File: src/rtl/chan_fault_pkg.sv
package chan_fault_pkg;

  typedef enum logic [1:0] {
    CODE_SGND = 2'b00,
    CODE_OPEN = 2'b01,
    CODE_OVLD = 2'b10,
    CODE_OK   = 2'b11
  } fcode_e;

  localparam int unsigned CODE_W = 2;

  // Resolve the raw indications of one channel; short to ground dominates.
  function automatic fcode_e resolve_code(input logic ovld, input logic open_ld,
                                          input logic sgnd);
    fcode_e r;
    if (sgnd)         r = CODE_SGND;
    else if (ovld)    r = CODE_OVLD;
    else if (open_ld) r = CODE_OPEN;
    else              r = CODE_OK;
    return r;
  endfunction

endpackage

File: src/rtl/cfd_rst_sync.sv
module cfd_rst_sync #(
  parameter int unsigned STAGES = 2
) (
  input  logic clk,
  input  logic rst_ni,
  output logic rst_no
);

  logic [STAGES-1:0] sync_q;
  logic [STAGES-1:0] sync_d;

  always_comb begin
    sync_d = {sync_q[STAGES-2:0], 1'b1};
  end

  always_ff @(posedge clk or negedge rst_ni) begin
    if (!rst_ni) sync_q <= '0;
    else         sync_q <= sync_d;
  end

  assign rst_no = sync_q[STAGES-1];

endmodule

File: src/rtl/cfd_channel.sv
module cfd_channel
  import chan_fault_pkg::*;
#(
  parameter int unsigned DLY_CYC = 50
) (
  input  logic   clk,
  input  logic   rst_ni,
  input  logic   ovld_i,
  input  logic   open_i,
  input  logic   sgnd_i,
  input  logic   clr_i,
  output fcode_e code_o
);

  localparam int unsigned CNT_W = $clog2(DLY_CYC + 1);
  localparam logic [CNT_W-1:0] CNT_LIM  = CNT_W'(DLY_CYC);
  localparam logic [CNT_W-1:0] CNT_LAST = CNT_W'(DLY_CYC - 1);

  fcode_e           raw_code;
  fcode_e           cand_q, cand_d;
  logic [CNT_W-1:0] cnt_q,  cnt_d;
  fcode_e           code_q, code_d;
  logic             same;
  logic             qual;
  logic             cand_en, cnt_en, code_en;

  always_comb begin
    raw_code = resolve_code(ovld_i, open_i, sgnd_i);
    same     = (raw_code == cand_q);
    qual     = same && (cand_q != CODE_OK) && (cnt_q == CNT_LAST);
  end

  // Candidate tracking and persistence counter
  always_comb begin
    cand_d  = cand_q;
    cand_en = !same;
    if (cand_en) cand_d = raw_code;

    cnt_d  = cnt_q;
    cnt_en = 1'b0;
    if (!same || cand_q == CODE_OK) begin
      cnt_en = 1'b1;
      cnt_d  = '0;
    end else if (qual) begin
      cnt_en = 1'b1;
      cnt_d  = CNT_LIM;
    end else if (clr_i) begin
      cnt_en = 1'b1;
      cnt_d  = '0;
    end else if (cnt_q != CNT_LIM) begin
      cnt_en = 1'b1;
      cnt_d  = cnt_q + 1'b1;
    end
  end

  // Latch: a qualifying fault beats a clear on the same edge
  always_comb begin
    code_d  = code_q;
    code_en = qual || clr_i;
    if (qual)       code_d = cand_q;
    else if (clr_i) code_d = CODE_OK;
  end

  always_ff @(posedge clk or negedge rst_ni) begin
    if (!rst_ni) begin
      cand_q <= CODE_OK;
      cnt_q  <= '0;
      code_q <= CODE_OK;
    end else begin
      if (cand_en) cand_q <= cand_d;
      if (cnt_en)  cnt_q  <= cnt_d;
      if (code_en) code_q <= code_d;
    end
  end

  assign code_o = code_q;

  a_r4_cnt_bound: assert property (@(posedge clk) disable iff (!rst_ni)
    cnt_q <= CNT_LIM)
    else $error("a_r4_cnt_bound");

  a_r6_hold: assert property (@(posedge clk) disable iff (!rst_ni)
    (code_q != $past(code_q)) |-> ($past(qual) || $past(clr_i)))
    else $error("a_r6_hold");

  a_r8_clear: assert property (@(posedge clk) disable iff (!rst_ni)
    (clr_i && !qual) |=> (code_q == CODE_OK))
    else $error("a_r8_clear");

  a_r9_clear_loses: assert property (@(posedge clk) disable iff (!rst_ni)
    (clr_i && qual) |=> (code_q != CODE_OK))
    else $error("a_r9_clear_loses");

endmodule

File: src/rtl/cfd_format.sv
module cfd_format
  import chan_fault_pkg::*;
#(
  parameter int unsigned N_CH = 4
) (
  input  logic [N_CH*CODE_W-1:0] codes_i,
  output logic [N_CH*CODE_W-1:0] word_o,
  output logic [N_CH-1:0]        sum_o,
  output logic                   fault_no
);

  genvar k;
  generate
    for (k = 0; k < N_CH; k++) begin : g_ch
      assign word_o[k*CODE_W +: CODE_W] = codes_i[k*CODE_W +: CODE_W];
      assign sum_o[k] = &codes_i[k*CODE_W +: CODE_W];
    end
  endgenerate

  assign fault_no = &sum_o;

endmodule

File: src/rtl/chan_fault_diag.sv
module chan_fault_diag
  import chan_fault_pkg::*;
#(
  parameter int unsigned N_CH    = 4,
  parameter int unsigned DLY_CYC = 50
) (
  input  logic                   clk,
  input  logic                   rst_ni,
  input  logic [N_CH-1:0]        ovld_raw_i,
  input  logic [N_CH-1:0]        open_raw_i,
  input  logic [N_CH-1:0]        sgnd_raw_i,
  input  logic                   clr_i,
  output logic [N_CH*CODE_W-1:0] diag_word_o,
  output logic [N_CH-1:0]        diag_sum_o,
  output logic                   fault_no
);

  localparam int unsigned WORD_W = N_CH * CODE_W;

  logic              rst_sn;
  logic [WORD_W-1:0] codes;

  cfd_rst_sync #(.STAGES(2)) u_rst (
    .clk    (clk),
    .rst_ni (rst_ni),
    .rst_no (rst_sn)
  );

  genvar k;
  generate
    for (k = 0; k < N_CH; k++) begin : g_chan
      fcode_e c;
      cfd_channel #(.DLY_CYC(DLY_CYC)) u_ch (
        .clk    (clk),
        .rst_ni (rst_sn),
        .ovld_i (ovld_raw_i[k]),
        .open_i (open_raw_i[k]),
        .sgnd_i (sgnd_raw_i[k]),
        .clr_i  (clr_i),
        .code_o (c)
      );
      assign codes[k*CODE_W +: CODE_W] = c;
    end
  endgenerate

  cfd_format #(.N_CH(N_CH)) u_fmt (
    .codes_i  (codes),
    .word_o   (diag_word_o),
    .sum_o    (diag_sum_o),
    .fault_no (fault_no)
  );

  a_r11_flag_idle: assert property (@(posedge clk) disable iff (!rst_sn)
    (diag_word_o == {WORD_W{1'b1}}) |-> fault_no)
    else $error("a_r11_flag_idle");

  a_r11_flag_fall: assert property (@(posedge clk) disable iff (!rst_sn)
    $fell(fault_no) |-> (diag_sum_o != {N_CH{1'b1}}))
    else $error("a_r11_flag_fall");

  a_r10_sum_word: assert property (@(posedge clk) disable iff (!rst_sn)
    diag_sum_o[0] |-> (diag_word_o[1:0] == 2'b11))
    else $error("a_r10_sum_word");

endmodule

File: config.mk
export PLATFORM = sky130hd
export DESIGN_NAME = chan_fault_diag
export DESIGN_NICKNAME = d
export VERILOG_FILES = /design/src/rtl/chan_fault_pkg.sv /design/src/rtl/cfd_rst_sync.sv /design/src/rtl/cfd_channel.sv /design/src/rtl/cfd_format.sv /design/src/rtl/chan_fault_diag.sv
export SDC_FILE = /design/constraint.sdc
export NUM_CORES = 1
export LEC_CHECK = 0
export ABC_AREA = 1
export CAP_MARGIN = 20
export CELL_PAD_IN_SITES_DETAIL_PLACEMENT = 2
export CELL_PAD_IN_SITES_GLOBAL_PLACEMENT = 2
export CORE_MARGIN = 3
export CORE_UTILIZATION = 40
export DETAILED_ROUTE_END_ITERATION = 16
export DONT_BUFFER_PORTS = 1
export PLACE_DENSITY = 0.94
export RECOVER_POWER = 100
export SKIP_LAST_GASP = 1
export SLEW_MARGIN = 15
export SYNTH_ARGS = -nofsm -noshare
export SYNTH_HDL_FRONTEND = slang
export SYNTH_SLANG_ARGS = --single-unit
File: constraint.sdc
create_clock -name clk -period 3.3 [get_ports clk]
set_input_delay 0.66 -clock clk [delete_from_list [all_inputs] [get_ports clk]]
set_output_delay 0.66 -clock clk [all_outputs]
set_load 0.1 [all_outputs]
### Word-level counts from Yosys, hierarchy flattened

Index checks and enable logic that the tools add are counted.

| operators by class | value |
|---|---|
| add/subtract/negate cells | 4 |
| eq/ne operators | 20 |
| muxes and demuxes | 49 |
| reduce and logical (&&, ||, !) cells | 41 |

Operators by type and width:

| operator | number |
|---|---|
| 6-bit 2-to-1 mux | 16 |
| 2-bit 2-to-1 mux | 17 |
| 6-bit by 1-bit adder with 6-bit output (second input constant) | 4 |
| 6-bit equality test (second input constant) | 4 |
| 6-bit != test (second input constant) | 4 |
| 2-bit AND reduction | 12 |
| 1-bit 2-to-1 mux | 16 |
| 4-bit nonzero test | 4 |
| 2-bit equality test | 4 |
| 2-bit equality test (second input constant) | 4 |
| 1-bit logical AND | 8 |
| 1-bit logical OR | 8 |
| 2-bit != test (second input constant) | 4 |
| 8-bit AND reduction | 1 |
| 2-bit nonzero test | 4 |
| 1-bit logical NOT | 4 |

| storage, ports and cells | value |
|---|---|
| register bits after elaboration | 42 |
| output and inout port bits | 13 |

### Depth between registers and ports, before layout

| depth | value |
|---|---|
| depth in word-level cells | 9 |
| gate-level depth with buffers | 9 |
| mapped depth without buffers | 9 |

### Modules after synthesis

Synthesis repeated with hierarchy kept, for this count alone.

| second synthesis, totals | value |
|---|---|
| cells, all modules | 330 |
| area total of the unflattened synthesis | 2752.6 um2 |

By module, submodules not included:

| module | instances | cells each | area each (um2) | sequential area each (um2) |
|---|---|---|---|---|
| cfd_channel | 4 | 77 | 649.4 | 255.2 |
| cfd_format | 1 | 19 | 101.3 | 0.0 |
| cfd_rst_sync | 1 | 3 | 53.8 | 50.0 |

### Worst setup path after synthesis

Ideal clock, no wire load.

| timing path | value |
|---|---|
| kind | reg2out |
| start point | register g_chan[2].u_ch.code_q[0] |
| end point | output port fault_no |
| arrival | 3.921 ns |
| data required time | 2.640 ns |
| path slack | -1.281 ns |
| stages on the path, launching flop included | 3 |
| cells stage by stage | dfstp_2 nand2_1 nor4_1 |

| between the ends | value |
|---|---|
| cells in the longest elaborated chain, start to end | 1 |

Ends and longest elaborated chain:

| item | RTL line | source |
|---|---|---|
| from (decl) | cfd_channel.sv:22 | `fcode_e code_q, code_d;` |
| from (signal assigned) | cfd_channel.sv:72 | `if (code_en) code_q <= code_d;` |
| 8-bit AND reduction | cfd_format.sv:20 | `assign fault_no = &sum_o;` |
| to (decl) | chan_fault_diag.sv:15 | `output logic fault_no` |

No other way between the ends.

### Worst setup path in the final report

| timing path | value |
|---|---|
| start point | register g_chan[1].u_ch.code_q[1] |
| end point | output port diag_sum_o[1] |

| between the ends | value |
|---|---|
| cells in the longest elaborated chain, start to end | 1 |

Ends and longest elaborated chain:

| item | RTL line | source |
|---|---|---|
| from (decl) | cfd_channel.sv:22 |  |
| from (signal assigned) | cfd_channel.sv:72 |  |
| 2-bit AND reduction | cfd_format.sv:16 | `assign sum_o[k] = &codes_i[k*CODE_W +: CODE_W];` |
| to (decl) | chan_fault_diag.sv:14 | `output logic [N_CH-1:0] diag_sum_o,` |

No other way between the ends.

==> run metrics <==
CTS sink cnt 42; Worst Hold Class in2async; r2r startpoint u_rst.sync_q[1]; Core Area 6422 um2; # resized after CTS 0; largest net degree at the start of global routing 24; commonest non-fill, non-tap cell in the layout nand2_1; Setup violations, final 0; post-synthesis instance area around 2700 um2; n_diodes 0; max-slew violation count 0; Clock Latency Late Sink 0.30 ns; Num CTS Buffers 5; Fin Hold WS between 0.04 and 0.05 ns; vias in the first global route 2,941; Tmin final ~3.0 ns; Area Overhead vs Synth 9.586%; antenna violations before repair 0; CP endpoint diag_sum_o[1]; Clock Skew 0.008271 ns; setup bufs post-CTS 0; vias after detailed routing 2,584; Max Cap Viol 0; share of cells above drive strength 1 about 16%; Total GRT Usage 25.88%; CP max FO 3; R2R Setup Slk between 1 and 1.5 ns; initial core utilization 41.87%; first-pass GRT wire length 15,350 um; CTS tree yes; Pre-antenna DRT Iters 4; final hold vios 0; Synth Net Count around 390; CTS Hold Buffers Added 0; FF/Latch Area 1071 um2; final net count roughly 400; gpl congestion just over 0.8; Final TNS setup 0 ns; clk buf depth 2; reg2reg end g_chan[2].u_ch.cnt_q[4]; I/O pins 28; Ys Warns 0; crit path capture type primary output; Slew headroom 26.59%; post-detailed-route wirelength per cell 21.09 um; # DRC 0; PwrDens around 450 nW/um2; leak pwr 1.472 nW; Critical path origin g_chan[1].u_ch.code_o[1]; count of different cell masters after synthesis 30; Die Height 87.99 um; Die W 87.99 um; period utilisation layout 90.14%; crit path kind reg2out; final global-route overflow total 0; worst reg2reg path depth 2; die area 7742 um2; H-tree level count 2; 1st-iter DRT viols 145; std cell rows 29; vias per cell 5.768; post-synthesis average cell area 7.511 um2; Arr. time, crit path about 2.3 ns; worst slew pin tran 1.101 ns; Worst Path Required 2.64 ns; root buf cell clkbuf_8; post-route ant nets 0; sequential-to-total area share from yosys stat 39.83%; area of the multi-input gates 1376 um2; peak supply drop 253.4 uV; Port Buffers 0; FF+latch count, synth 42; Cells after Synth 358; Total Wirelength 9450 um; # fillers 755; most frequent cells in the layout nand2_1 (82), inv_1 (49), nand3_1 (49); outcome complete, no violations; RSZ-0062 raised after global routing false; fmax 336.2 MHz; hpwl dp 5891 um; crit path launch type flip-flop; Reg clk slew, reported paths 0.09 ns
-- report_power, final --
part | internal, W | leakage, nW | switching (W)
registers | 0.000543 | 0.520 | 0.0000774
logic | 0.0000435 | 0.880 | 0.000150
clock network | 0.000323 | 0.0714 | 0.000197
total | 0.000910 | 1.47 | 0.000424
-- synth_stat cells --
| cell | n | share of area [%] |
|---|---|---|
| nand2_1 | 80 | 11 |
| nand3_1 | 49 | 9.1 |
| inv_1 | 45 | 6.3 |
| nor2_1 | 29 | 4.0 |
| dfrtp_1 | 26 | 24 |
| nand4_1 | 18 | 4.2 |
| dfstp_2 | 16 | 16 |
| inv_2 | 13 | 1.8 |
| ha_1 | 12 | 5.6 |
| nand2_2 | 9 | 2.1 |
| o21ai_1 | 8 | 1.5 |
| nor2_4 | 7 | 2.9 |
| nor2_2 | 6 | 1.4 |
| o21ai_0 | 6 | 1.1 |
| a21oi_1 | 5 | 0.93 |
| o21bai_1 | 4 | 1.1 |
| xor2_1 | 4 | 1.3 |
| nand3_2 | 3 | 1.1 |
| o211ai_1 | 3 | 0.84 |
| or2_2 | 3 | 0.70 |
| buf_2 | 2 | 0.37 |
| nor3b_1 | 2 | 0.56 |
| a21oi_2 | 1 | 0.33 |
| buf_4 | 1 | 0.28 |
| clkbuf_1 | 1 | 0.14 |
| conb_1 | 1 | 0.14 |
| nand4_2 | 1 | 0.47 |
| nor3_1 | 1 | 0.19 |
| nor4_1 | 1 | 0.23 |
| or2_0 | 1 | 0.23 |
-- cells by family after synthesis --
group / after synthesis / share of synthesized area, %
and+or+nand+nor: 210 / 38.44
buffers and inverters: 62 / 8.888
DFF: 42 / 39.83
AOI/OAI and AO/OA: 27 / 5.817
adders and majority gates: 12 / 5.584
xor gates and xnor gates: 4 / 1.303
other: 1 / 0.1395
-- stage by stage --
step,power (W),worst slack [ns],instance area (um2),utilization [%],std cells
floorplan,0.0007705,0.4636,2704,-,358
global placement,0.0008072,0.8801,2839,44.20,439
detailed placement,0.0008212,0.8353,2839,44.20,439
CTS,0.001357,0.4834,2982,46.43,447
global route,0.001401,0.2529,2947,45.88,448
finish,0.001334,0.3252,2947,45.88,448
-- worst max-delay path: stages (launching register included) --
cell      delay, ns
dfstp_1        1.17
nand2_1        0.26
inv_1          0.12
clkbuf_2       0.46
-- cell type report --
class	instances	area share, %
Multi-Input combinational cell	254	46.71
Sequential cell	42	36.35
Inverter	58	7.389
Tap cell	77	3.270
Clock buffer	6	2.803
Clock inverter	2	2.038
Timing Repair Buffer	9	1.444
-- metal layers --
metal	vias to the layer above	global-route usage (%)	routed length, um
met3	22	4.327	270
li1	1172	-	-
met4	0	9.484	213
met1	1333	31.35	3944
met5	-	0	0
met2	57	45.96	5021
-- sequential cells by signal (all words and copies together) (netlist names) --
signal              cells
u_rst.sync_q            2
g_chan.u_ch.code_o      8
g_chan.u_ch.cnt_q      24
g_chan.u_ch.cand_q      8
-- worst min path at each step --
stage	startpoint	to	slack, ns	cells after the start
after floorplan	u_rst.sync_q[0]	u_rst.sync_q[1]	0.33	0
after global placement	u_rst.sync_q[0]	u_rst.sync_q[1]	0.34	0
after detailed placement	u_rst.sync_q[0]	u_rst.sync_q[1]	0.34	0
after CTS	rst_ni	u_rst.sync_q[1]	0.03	0
after global routing	rst_ni	u_rst.sync_q[1]	0.02	0
final	rst_ni	u_rst.sync_q[1]	0.04	0
No activity file was read; power rests on OpenSTA's default activity.
